==> src/rtl/hs_seq_pkg.sv <==
package hs_seq_pkg;
    typedef enum logic [1:0] {
        ST_QUALIFY = 2'd0,
        ST_RAMP    = 2'd1,
        ST_GOOD    = 2'd2
    } seq_state_t;
endpackage

==> src/rtl/hs_start_qual.sv <==
module hs_start_qual (
    input  logic uv_ok,
    input  logic ov_ok,
    input  logic pd1_n,
    input  logic pd2_n,
    input  logic master_en,
    input  logic prot_trip,
    output logic start_ok
);
    logic supply_in_window;
    logic card_seated;

    assign supply_in_window = uv_ok & ov_ok;
    assign card_seated      = ~pd1_n & ~pd2_n;
    assign start_ok         = supply_in_window & card_seated & master_en & ~prot_trip;
endmodule

==> src/rtl/hs_delay_stage.sv <==
module hs_delay_stage #(
    parameter int unsigned DLY = 16
) (
    input  logic clk,
    input  logic rst_n,
    input  logic start,
    output logic done_o
);
    localparam int unsigned CW   = (DLY < 2) ? 1 : $clog2(DLY);
    localparam logic [CW-1:0] LAST = CW'(DLY - 1);

    logic [CW-1:0] cnt_q;
    logic          done_q;

    always_ff @(posedge clk or negedge rst_n) begin
        if (!rst_n) begin
            cnt_q  <= '0;
            done_q <= 1'b0;
        end else if (!start) begin
            cnt_q  <= '0;
            done_q <= 1'b0;
        end else if (!done_q) begin
            if (cnt_q == LAST) begin
                done_q <= 1'b1;
            end else begin
                cnt_q <= cnt_q + 1'b1;
            end
        end
    end

    assign done_o = done_q & start;

    // a release only ever follows a full count
    assert_full_count_R10: assert property (@(posedge clk) disable iff (!rst_n)
        $rose(done_o) |-> ($past(cnt_q) == LAST));
endmodule

==> src/rtl/hs_pg_cascade.sv <==
module hs_pg_cascade #(
    parameter int unsigned STAGES = 2,
    parameter int unsigned DLY    = 16
) (
    input  logic              clk,
    input  logic              rst_n,
    input  logic              run,
    input  logic [STAGES-1:0] stage_en,
    output logic [STAGES-1:0] stage_on
);
    logic [STAGES:0] chain;

    assign chain[0] = run;

    for (genvar i = 0; i < STAGES; i++) begin : g_stage
        logic arm;
        assign arm = chain[i] & stage_en[i];

        hs_delay_stage #(.DLY(DLY)) u_dly (
            .clk    (clk),
            .rst_n  (rst_n),
            .start  (arm),
            .done_o (chain[i+1])
        );

        // a later rail is never on without the one before it and its own enable
        assert_cascade_order_R5: assert property (@(posedge clk) disable iff (!rst_n)
            chain[i+1] |-> (chain[i] && stage_en[i]));
    end

    assign stage_on = chain[STAGES:1];
endmodule

==> src/rtl/hs_power_sequencer.sv <==
module hs_power_sequencer #(
    parameter int unsigned QUAL_CYC = 1000,
    parameter int unsigned PG_CYC   = 5000
) (
    input  logic clk,
    input  logic rst_n,
    input  logic uv_ok,
    input  logic ov_ok,
    input  logic pd1_n,
    input  logic pd2_n,
    input  logic master_en,
    input  logic prot_trip,
    input  logic gate_at_thr,
    input  logic drain_low,
    input  logic cur_reg_active,
    input  logic pg_en_a,
    input  logic pg_en_b,
    output logic gate_en,
    output logic pg1_en,
    output logic pg2_en,
    output logic pg3_en
);
    import hs_seq_pkg::*;

    localparam int unsigned PG_STAGES = 2;

    seq_state_t st_q, st_d;
    logic start_ok;
    logic qual_arm, qual_done;
    logic thr_q, thr_seen;
    logic drain_fail, abort;
    logic gate_c, pg1_c;
    logic [PG_STAGES-1:0] tail_en, tail_on;

    hs_start_qual u_cond (
        .uv_ok     (uv_ok),
        .ov_ok     (ov_ok),
        .pd1_n     (pd1_n),
        .pd2_n     (pd2_n),
        .master_en (master_en),
        .prot_trip (prot_trip),
        .start_ok  (start_ok)
    );

    assign qual_arm = start_ok && (st_q == ST_QUALIFY);

    hs_delay_stage #(.DLY(QUAL_CYC)) u_qual_tmr (
        .clk    (clk),
        .rst_n  (rst_n),
        .start  (qual_arm),
        .done_o (qual_done)
    );

    assign thr_seen   = thr_q | gate_at_thr;
    assign drain_fail = (st_q == ST_GOOD) && !drain_low && !cur_reg_active;
    assign abort      = !start_ok || drain_fail;

    // state register
    always_ff @(posedge clk or negedge rst_n) begin
        if (!rst_n) begin
            st_q <= ST_QUALIFY;
        end else begin
            st_q <= st_d;
        end
    end

    // gate threshold memory, cleared whenever the sequence falls back
    always_ff @(posedge clk or negedge rst_n) begin
        if (!rst_n) begin
            thr_q <= 1'b0;
        end else if ((st_q == ST_QUALIFY) || abort) begin
            thr_q <= 1'b0;
        end else if ((st_q == ST_RAMP) && gate_at_thr) begin
            thr_q <= 1'b1;
        end
    end

    // transitions: qualified, switch on, abort
    always_comb begin
        st_d = st_q;
        unique case (st_q)
            ST_QUALIFY: if (qual_done)                    st_d = ST_RAMP;
            ST_RAMP: begin
                if (abort)                                st_d = ST_QUALIFY;
                else if (thr_seen && drain_low)           st_d = ST_GOOD;
            end
            ST_GOOD:    if (abort)                        st_d = ST_QUALIFY;
            default:                                      st_d = ST_QUALIFY;
        endcase
    end

    // outputs
    always_comb begin
        gate_c = 1'b0;
        pg1_c  = 1'b0;
        unique case (st_q)
            ST_QUALIFY: ;
            ST_RAMP:    gate_c = !abort;
            ST_GOOD: begin
                gate_c = !abort;
                pg1_c  = !abort;
            end
            default: ;
        endcase
    end

    assign tail_en = {pg_en_b, pg_en_a};

    hs_pg_cascade #(.STAGES(PG_STAGES), .DLY(PG_CYC)) u_tail (
        .clk      (clk),
        .rst_n    (rst_n),
        .run      (pg1_c),
        .stage_en (tail_en),
        .stage_on (tail_on)
    );

    assign gate_en = gate_c;
    assign pg1_en  = pg1_c;
    assign pg2_en  = tail_on[0];
    assign pg3_en  = tail_on[1];

    // the gate comes on only out of a completed qualification
    assert_gate_from_qualify_R1: assert property (@(posedge clk) disable iff (!rst_n)
        $rose(gate_en) |-> ($past(st_q) == ST_QUALIFY && $past(start_ok)));

    // power-good 1 rises only with the drain low and the threshold seen
    assert_pg1_entry_R3: assert property (@(posedge clk) disable iff (!rst_n)
        $rose(pg1_en) |-> ($past(drain_low) && ($past(thr_q) || $past(gate_at_thr))));

    // power-good 2 implies power-good 1 and the gate
    assert_pg2_order_R4: assert property (@(posedge clk) disable iff (!rst_n)
        pg2_en |-> (pg1_en && gate_en));

    // a fresh ramp never inherits a remembered threshold
    assert_thr_cleared_R9: assert property (@(posedge clk) disable iff (!rst_n)
        (st_q == ST_RAMP && $past(st_q) == ST_QUALIFY) |-> !thr_q);
endmodule

==> config.mk <==
export PLATFORM = sky130hd
export DESIGN_NAME = hs_power_sequencer
export DESIGN_NICKNAME = d
export VERILOG_FILES = /design/src/rtl/hs_seq_pkg.sv /design/src/rtl/hs_start_qual.sv /design/src/rtl/hs_delay_stage.sv /design/src/rtl/hs_pg_cascade.sv /design/src/rtl/hs_power_sequencer.sv
export SDC_FILE = /design/constraint.sdc
export NUM_CORES = 1
export LEC_CHECK = 0
export ABC_AREA = 0
export BUFFER_PORTS_ARGS = -buffer_cell sky130_fd_sc_hd__buf_2
export CELL_PAD_IN_SITES_DETAIL_PLACEMENT = 1
export CELL_PAD_IN_SITES_GLOBAL_PLACEMENT = 2
export CORE_MARGIN = 2
export CORE_UTILIZATION = 40
export CTS_CLUSTER_DIAMETER = 120
export DETAILED_ROUTE_END_ITERATION = 16
export GPL_TIMING_DRIVEN = 0
export PLACE_DENSITY = 0.92
export SETUP_SLACK_MARGIN = 0.4
export SLEW_MARGIN = 20
export SYNTH_ARGS = -nofsm -noshare
export SYNTH_HDL_FRONTEND = slang
export SYNTH_HIERARCHICAL = 1
export SYNTH_SLANG_ARGS = --single-unit
==> constraint.sdc <==
create_clock -name clk -period 4.8 [get_ports clk]
set_clock_uncertainty 0.05 [all_clocks]
set_input_delay 0 -clock clk [delete_from_list [all_inputs] [get_ports clk]]
set_output_delay 0 -clock clk [all_outputs]
set_load 0.005 [all_outputs]
======== Word-level counts from Yosys, hierarchy flattened ========
Index checks and enable logic that the tools add are counted.
word-level totals
  word-level logic and storage cells ...... 84
  output and inout bits ................... 4
  bits in registers ....................... 42
  input port bits ......................... 13
cells by class
  muxes and demuxes ....................... 27
  reductions and logical operators ........ 18
  bitwise logic cells ..................... 14
  equal/unequal tests ..................... 14
  add/sub/neg operators ................... 3
operators with widths
  kind                                                                      number
  13-bit two-way mux                                                        6
  10-bit two-way mux                                                        3
  13-bit by 1-bit adder with 13-bit output (second input constant)          2
  13-bit equality test (second input constant)                              2
  2-bit inequality test (second input constant)                             8
  1-bit two-way mux                                                         13
  10-bit by 1-bit adder with 10-bit output (second input constant)          1
  1-bit bitwise AND                                                         10
  10-bit equality test (second input constant)                              1
  2-bit two-way mux                                                         4
  2-bit case mux with 3 select lines                                        1
  2-bit AND reduction                                                       3
  1-bit logical AND                                                         5
  1-bit logical NOT                                                         4
  3-bit by 2-bit inequality test with 1-bit output (second input constant)  1
  1-bit inverter                                                            3
  3-bit AND reduction                                                       1
  2-bit by 1-bit equality test with 1-bit output (second input constant)    1
  2-bit equality test (second input constant)                               1
  2-bit logical NOT                                                         1
  1-bit logical OR                                                          2
  2-bit nonzero test                                                        1
  2-bit OR reduction                                                        1
  1-bit OR                                                                  1

======== Depth between registers and ports, before layout ========
Gate-level depths: netlist (run 1).
  depth in word-level cells ............... 14
  mapped depth ............................ 11
  gate-level depth less buffers ........... 11

======== Cells and area by module ========
The synthesis (run 1) kept the hierarchy.
modules (own cells, without submodules)
  module                                         seq. area each (µm²)  area an instance (µm²)  cells each  instances
  hs_delay_stage at u_tail.g_stage[0].u_dly ...  350.3                 737.0                   67          2
  hs_delay_stage at u_qual_tmr                   275.3                 648.1                   67          1
  hs_power_sequencer                             75.1                  240.2                   25          1
  hs_start_qual                                  0.0                   18.8                    2           1
  hs_pg_cascade                                  0.0                   12.5                    2           1

======== Least setup slack after synthesis (run 1) ========
No wires, ideal clock.
  path type ............................... register to register
  start ................................... register st_q[0]
  end ..................................... register u_tail.g_stage[1].u_dly.cnt_q[0]
  required time ........................... 4625 ps
  library setup time ...................... 125 ps
  arrival ................................. 2249 ps
  period minus slack after synthesis ...... 2424 ps
  cell stages (with the launch flop) ...... 12
  buffers on the path ..................... 0
  setup slack ............................. 2376 ps
  path through ............................ dfrtp_1 -> inv_1 -> ha_1 -> o211ai_2 -> inv_1 -> and2_1 -> and2_1 -> and2_1 -> nand4b_1 -> nor4_4 -> nor3b_1 -> mux2_2
on the way
  word-level cells in the longest chain between the ends .. 11
  elaborated cells on any way between the ends .. 13
  those cells by class .................... eq/ne (3); mux (2); bitwise (3); reduce/logical (5)
RTL lines
  what                             line                                                text
  start: declaration               hs_power_sequencer.sv:27                            seq_state_t st_q, st_d;
  start signal: assignment         hs_power_sequencer.sv:63                            st_q <= st_d;
  2-bit equality test *            hs_power_sequencer.sv:55, hs_power_sequencer.sv:96
  1-bit logical AND (2 in series)  hs_power_sequencer.sv:55                            assign drain_fail = (st_q == ST_GOOD) && !drain_low && !cur_reg_active;
  1-bit logical OR                 hs_power_sequencer.sv:56                            assign abort = !start_ok || drain_fail;
  1-bit logical NOT                hs_power_sequencer.sv:101                           pg1_c = !abort;
  1-bit two-way mux *              hs_power_sequencer.sv:96                            unique case (st_q)
  named net pg1_en                 hs_power_sequencer.sv:19                            output logic pg1_en,
  1-bit bitwise AND *              hs_pg_cascade.sv:17                                 assign arm = chain[i] & stage_en[i];
  named net u_tail.g_stage[0].arm  hs_pg_cascade.sv:16                                 logic arm;
  1-bit bitwise AND *              hs_delay_stage.sv:31                                assign done_o = done_q & start;
  named net pg2_en                 hs_power_sequencer.sv:20                            output logic pg2_en,
  1-bit bitwise AND *              hs_pg_cascade.sv:17
  named net u_tail.g_stage[1].arm  hs_pg_cascade.sv:16
  2-bit inequality test (no line)  -
  2-bit AND reduction (no line)    -
  end signal: assignment           hs_delay_stage.sv:26                                cnt_q <= cnt_q + 1'b1;
  end: declaration                 hs_delay_stage.sv:12                                logic [CW-1:0] cnt_q;
Mark *: on every way through the listed nets, which the timed path passes. The rest lies on a longest branch.
A chain may end at the register's enable or synchronous reset.

======== Worst setup path after layout (run 1) ========
  start ................................... input port pd2_n
  end ..................................... register u_tail.g_stage[1].u_dly.cnt_q[0]
on the way
  word-level cells in the longest chain between the ends .. 14
  elaborated cells on any way between the ends .. 16
  those cells by class .................... eq/ne (2); mux (2); bitwise (8); reduce/logical (4)
RTL lines
  what                               line                       text
  start: declaration                 hs_power_sequencer.sv:10   input logic pd2_n,
  1-bit inverter *                   hs_start_qual.sv:14        assign card_seated = ~pd1_n & ~pd2_n;
  1-bit bitwise AND *                hs_start_qual.sv:14
  1-bit bitwise AND * (3 in series)  hs_start_qual.sv:15        assign start_ok = supply_in_window & card_seated & master_en & ~prot_trip;
  named net start_ok                 hs_power_sequencer.sv:28   logic start_ok;
  1-bit logical NOT *                hs_power_sequencer.sv:56
  1-bit logical OR *                 hs_power_sequencer.sv:56
  1-bit logical NOT *                hs_power_sequencer.sv:101
  1-bit two-way mux *                hs_power_sequencer.sv:96
  1-bit bitwise AND *                hs_pg_cascade.sv:17
  named net u_tail.g_stage[0].arm    hs_pg_cascade.sv:16
  1-bit bitwise AND *                hs_delay_stage.sv:31
  1-bit bitwise AND *                hs_pg_cascade.sv:17
  named net u_tail.g_stage[1].arm    hs_pg_cascade.sv:16
  2-bit inequality test (no line)    -
  2-bit AND reduction (no line)      -
Marks and branches as above.

==> results of run 1 <==
-- critical path, cell delays in order --
cell           delay [ns]
dlygate4sd3_1        0.54
buf_2                0.13
nor3_2               0.34
o211ai_2             0.21
inv_1                0.10
and2_1               0.24
and2_1               0.20
and2_1               0.23
nand4b_1             0.17
nor4_4               0.37
nor3b_1              0.10
mux2_2               0.26
-- cell usage after synthesis (3+ instances only) --
master and count:
xor2_1 5, a21oi_1 6, inv_1 9, or3_2 5, xnor2_1 10, nor3b_1 4
a21boi_0 4, ha_1 6, and2_1 20, nand2_1 12, nand2b_1 8, or3_1 3
a31oi_1 8, dfrtp_1 42, nand3b_1 3, o21ai_0 8, nand4_1 7, nand3_1 7
nor2_1 3, clkbuf_1 5, nand4b_1 6, and4_2 3
-- registers in the layout (all words and copies together), names as in the netlist --
signal	count
u_tail/g_stage.u_dly/cnt_q	26
u_qual_tmr/cnt_q	10
st_q	2
u_tail/g_stage.u_dly/done_q	2
thr_q	1
u_qual_tmr/done_q	1
-- worst max-delay path by stage --
| stage | startpoint | end | depth (start not counted) |
|---|---|---|---|
| detailed placement | st_q[0] | u_tail/g_stage[1].u_dly/cnt_q[0] | 11 |
| floorplan | st_q[0] | u_tail/g_stage[1].u_dly/cnt_q[0] | 11 |
| global route | pd2_n | u_tail/g_stage[1].u_dly/cnt_q[0] | 12 |
| CTS | pd2_n | u_tail/g_stage[1].u_dly/cnt_q[0] | 12 |
| finish | pd2_n | u_tail/g_stage[1].u_dly/cnt_q[0] | 12 |
| global placement | st_q[0] | u_tail/g_stage[1].u_dly/cnt_q[0] | 11 |
-- per-layer routing --
layer,GRT usage [%],vias to the layer above,share of wire (%)
met4,7.119,0,1.6
met5,0,-,0
li1,-,906,-
met3,2.667,5,2.2
met2,29.51,23,49
met1,21.10,958,47
-- timing repair --
| action | in CTS | in global routing |
|---|---|---|
| hold buffers | 3 | 0 |
| setup endpoints to repair | 0 | 0 |
| hold endpoints to repair | 43 | 0 |
-- metrics by stage --
step / std cells / instance area [µm²]
after floorplan: 230 / 2394
after global placement: 321 / 2567
after detailed placement: 321 / 2567
after CTS: 332 / 2689
after global routing: 332 / 2691
final: 332 / 2691
-- power breakdown --
part / internal [mW] / switching (mW) / leakage, nW
clock network: 0.116 / 0.124 / 0.0482
logic: 0.00585 / 0.0101 / 0.460
registers: 0.354 / 0.000263 / 0.587
total: 0.476 / 0.135 / 1.10
-- cells by family after synthesis --
group                      count (synthesis)  share of synthesized area (%)
and+or+nand+nor                          106                          30.79
buffers and inverters                     14                          2.195
muxes                                      3                          1.411
adders and majority gates                  6                          3.136
xor gates and xnor gates                  15                          5.489
DFF                                       42                          43.91
AOI/OAI and AO/OA                         44                          13.07
-- final cells by class --
type,instances,area (µm²)
flip-flops and latches,42,1051
plain buffers,5,18.77
well taps,75,93.84
clock buffers,7,86.33
clock inverters,1,5.005
multi-input cells,174,1290
inverters,9,33.78
fillers,660,3159
repair buffers,19,112.6
==> run metrics, run 1 <==
Iter 0 DRT Violations=between 40 and 50; Rel. slew slack=63.30%; top cells by area, synth=dfrtp_1 (44%), and2_1 (5.2%), xnor2_1 (3.7%); Min-Delay Startpoint=pd1_n; Ys Warns=6; H-tree depth=2; Die Area=0.006619 mm²; Max Fclk=361.8 MHz; final max-slew violation count=0; Tmin final=2.764 ns; required time worst endpoint=4.94 ns; outcome=finished clean; GRT overflow=0; Hold Worst Slack=0.02544 ns; cells on worst reg2reg path=11; wirelength, routed=around 5.2 mm; most common cell after layout, fill and taps aside=dfrtp_1; number of buffers created by CTS=5; Hold Crit Depth=4; worst ir drop on vdd=0.08618 mV; max-cap viol count=0; register area share after synthesis=43.91%; most frequent cells in the layout=dfrtp_1 (42), and2_1 (20), buf_2 (15); mean post-synth cell area=10.41 µm²; Detailed Routing Iterations Pass 1=4; Starting Density=40.91%; DR vias=1892; Distinct cells, synth=52; FF-to-FF Start=st_q[0]; Clock Latency Late Sink=0.30 ns; Mapped Nets=~250; CP Capture Type=register; Clock Tree Buf Depth=2; clock sink total=42; Fin Setup TNS=0 ns; final core occ=46.00%; Period Utilization, post-route=between 50% and 60%; R2R Path End=u_tail/g_stage[1].u_dly/cnt_q[0]; final hold violations=0; Post-synth EDFFs=0; Seq cells post-synth=42; ys async rst share=100.0%; Port Buffers=16; Worst EP arrival=a little under 3 ns; Pwr Density=226.8 mW/mm²; post-synth top area cell=dfrtp_1; Synth Flop Type=dfrtp_1; antenna violations before repair=0; post-CTS setup buffer count=0; crit-path max FO=6; Worst R2R Setup Slack=roughly 2.1 ns; pre-CTS setup slack=between 2 and 2.5 ns; drt via density=5.699; antenna cell count=0; Worst-Margin Slew=approximately 0.55 ns; Die X=81.36 µm; Syn Std Cell Area=0.002394 mm²; DP HPWL=3.546 mm; vias in the first global route=1903; TritonCTS clock tree=yes; clk slew on worst S/H paths=0.08 ns; Gate Count Post-Synth=230; CP Launch Type=input pin; total power draw=0.6104 mW; # setup viols final=0; Core Region=roughly 0.0059 mm²; IO Count=17; Die Height=about 81 µm; gr usage total=17.09%; first-pass GRT wire length=8.694 mm; final RePlAce weighted congestion=0.7639; Layout Nets=275; residual DRC count=0; Root Buffer=clkbuf_8; WHS Endpoint=st_q[1]; Rows=28; RSZ-0062 raised after global routing=false; Synth top area share=43.91%; post-cts resize count=0; LEAKAGE=1.096 nW; largest net degree at the start of global routing=43; Avg WL per Cell=15.56 µm; Area Growth Syn to Fin=12.44%; share of layout cells above drive strength 1=17.51%; Crit Path Class=in -> reg; type of the tightest min-delay check=in -> reg; final worst slack=2.036 ns; DRT antenna net count=0
Note: power is estimated with default switching activity, not from simulation.
==> run 2, diff against run 1 <==
--- a/config.mk
+++ b/config.mk
@@ -10,11 +10,11 @@
 export CELL_PAD_IN_SITES_DETAIL_PLACEMENT = 1
 export CELL_PAD_IN_SITES_GLOBAL_PLACEMENT = 2
 export CORE_MARGIN = 2
-export CORE_UTILIZATION = 40
+export CORE_UTILIZATION = 35
 export CTS_CLUSTER_DIAMETER = 120
 export DETAILED_ROUTE_END_ITERATION = 16
 export GPL_TIMING_DRIVEN = 0
-export PLACE_DENSITY = 0.92
+export PLACE_DENSITY = 0.86
 export SETUP_SLACK_MARGIN = 0.4
 export SLEW_MARGIN = 20
 export SYNTH_ARGS = -nofsm -noshare
==> constraint.sdc (replaced) <==
create_clock -name clk -period 2.3 [get_ports clk]
set_clock_uncertainty 0.05 [all_clocks]
set_input_delay 0 -clock clk [delete_from_list [all_inputs] [get_ports clk]]
set_output_delay 0 -clock clk [all_outputs]
set_load 0.005 [all_outputs]
==> run 2 against run 1 <==
Net effect: cell count up 6.6%; flip-flop and latch count unchanged; global-route usage shrank 1.2 points; non-clock buffer count grew 17; design area rose by 8.8%; sequential power rose by 110%; via count up 2.9%; die area is 14% higher; core utilization is 2.4 points lower; worst setup slack worse by 1.9 ns.
==> run metrics, run 2 (synthesis results as in run 1) <==
first-pass GRT wire length=9.549 mm (+9.8%); pre-CTS setup slack=-0.09179 ns (-2.160 ns); Pwr Density=436.8 mW/mm² (+93%); type of the tightest min-delay check=in -> reg; antenna violations before repair=0 (unchanged); Hold Worst Slack=0.05922 ns (+0.03378 ns); CP Launch Type=register; Tmin final=2.123 ns; biggest regs=u_tail/g_stage.u_dly/cnt_q (26), u_qual_tmr/cnt_q (10); GRT overflow=0 (unchanged); Iter 0 DRT Violations=30 (-30%); FF-to-FF Start=st_q[1]; clk slew on worst S/H paths=0.08 ns (about the same); gr usage total=15.86% (-1.2 points); Die X=86.70 µm (+6.6%); antenna cell count=0 (unchanged); Die Height=86.70 µm (+6.6%); IO Count=17 (unchanged); Worst-Margin Slew=0.9560 ns (+0.4055 ns); most flop-heavy register=u_tail/g_stage.u_dly/cnt_q; final RePlAce weighted congestion=0.7099 (-7.1%); TritonCTS clock tree=yes; Fin Setup TNS=0 ns (unchanged); CP Launch Point=st_q[1]; # setup viols final=0 (unchanged); required time worst endpoint=2.48 ns (-2.46 ns); H-tree depth=2 (unchanged); max-cap viol count=0 (unchanged); Detailed Routing Iterations Pass 1=4 (unchanged); max reg flops=26 (unchanged); largest net degree at the start of global routing=43 (unchanged); most common cell after layout, fill and taps aside=dfrtp_1; DRT antenna net count=0 (unchanged); Worst R2R Setup Slack=0.18 ns (-1.91 ns); Hold Crit Depth=4 (unchanged); Layout Nets=292 (+6.2%); final max-slew violation count=0 (unchanged); worst ir drop on vdd=0.2334 mV (+170%); R2R Path End=u_tail/g_stage[1].u_dly/cnt_q[3]; cells on worst reg2reg path=11 (unchanged); DP HPWL=3.642 mm (+2.7%); Clock Tree Buf Depth=2 (unchanged); RSZ-0062 raised after global routing=true; LEAKAGE=1.211 nW (+11%); crit path capture=u_tail/g_stage[1].u_dly/cnt_q[3]; Worst EP arrival=2.30 ns (-0.60 ns); Port Buffers=16 (unchanged); Root Buffer=clkbuf_8; Die Area=0.007516 mm² (+14%); drt via density=5.497 (-3.5%); CP Capture Type=register; clock sink total=42 (unchanged); Rel. slew slack=36.27% (-27 points); Crit Path Class=reg -> reg; Max Fclk=471.0 MHz; final core occ=43.59% (-2.4 points); DR vias=1946 (+2.9%); crit-path max FO=3 (-3); Area Growth Syn to Fin=22.37%; Starting Density=35.62% (-5.3 points); most frequent cells in the layout=dfrtp_1 (42), buf_4 (17), and2_1 (16), buf_2 (16), nand2_1 (12); Period Utilization, post-route=92.32%; Rows=30 (+7.1%); Clock Latency Late Sink=0.30 ns (about the same); Core Region=0.006719 mm² (+15%); number of buffers created by CTS=5 (unchanged); wirelength, routed=5.655 mm (+9.5%); residual DRC count=0 (unchanged); vias in the first global route=1959 (+2.9%); Avg WL per Cell=15.97 µm (+2.7%); final worst slack=0.1768 ns (-1.859 ns); outcome=finished clean; final hold violations=0 (unchanged); share of layout cells above drive strength 1=29.56% (+12 points)
[run 2: cell count changes in the layout (fill, tap and decap cells not counted), sizes merged]
cell / delta
clkbuf: -1
dlygate4sd3: -1
buf: +18
clkinvlp: +1
[run 2: worst min path at each step]
| stage | start | endpoint | slack [ns] |
|---|---|---|---|
| 5_1_grt | cur_reg_active | thr_q | 0.07 |
| 4_1_cts | pd2_n | st_q[1] | 0.06 |
| 6_report | pd2_n | st_q[1] | 0.06 |
| 3_3_place_gp | rst_n | u_tail/g_stage[1].u_dly/cnt_q[5] | 0.16 |
| 2_1_floorplan | rst_n | st_q[0] | -0.35 |
| 3_5_place_dp | rst_n | u_tail/g_stage[1].u_dly/cnt_q[5] | 0.17 |
[run 2: timing repair]
item / CTS / global route
buffers inserted: 10 / 8
resized for setup: 15 / 15
endpoints found under the setup margin: 19 / 18
pin swaps: 6 / 7
endpoints found under the hold margin: 43 / 0
hold buffers: 2 / 0
[run 2: metrics by stage]
stage          total power, mW  std cells  cell area, µm²
2_1_floorplan           0.7574        230            2404
3_3_place_gp            0.7847        326            2584
3_5_place_dp            0.7859        326            2584
4_1_cts                  1.305        346            2839
5_1_grt                  1.335        354            2929
6_report                 1.279        354            2929
[run 2: critical path: stages, from the launching register on]
cell      delay, ns
dfrtp_1        0.42
ha_4           0.19
o211ai_4       0.07
inv_2          0.05
and2_4         0.16
and2_4         0.13
and2_4         0.14
nand4b_1       0.14
nor4_4         0.06
buf_4          0.14
or3_4          0.38
a21boi_2       0.13
[run 2: layout make-up]
type | instances | area, µm²
fillers | 762 | 3790
multi-input cells | 174 | 1376
flip-flops and latches | 42 | 1051
repair buffers | 36 | 239.0
well taps | 80 | 100.1
clock buffers | 6 | 82.58
plain buffers | 5 | 33.78
inverters | 9 | 33.78
clock inverters | 2 | 12.51
[run 2: power by group]
group / internal (mW) / switching [mW] / total, mW
Sequential: 0.738 / 0.000617 / 0.739
Combinational: 0.0109 / 0.0223 / 0.0332
Clock: 0.242 / 0.266 / 0.508
Total: 0.991 / 0.289 / 1.28
[run 2: layer usage]
metal / wire, µm / GRT usage (%) / vias up
li1: - / - / 936
met1: 2599 / 20.71 / 992
met2: 2914 / 26.99 / 13
met3: 79 / 2.857 / 5
met4: 61 / 4.261 / 0
met5: 0 / 0 / -
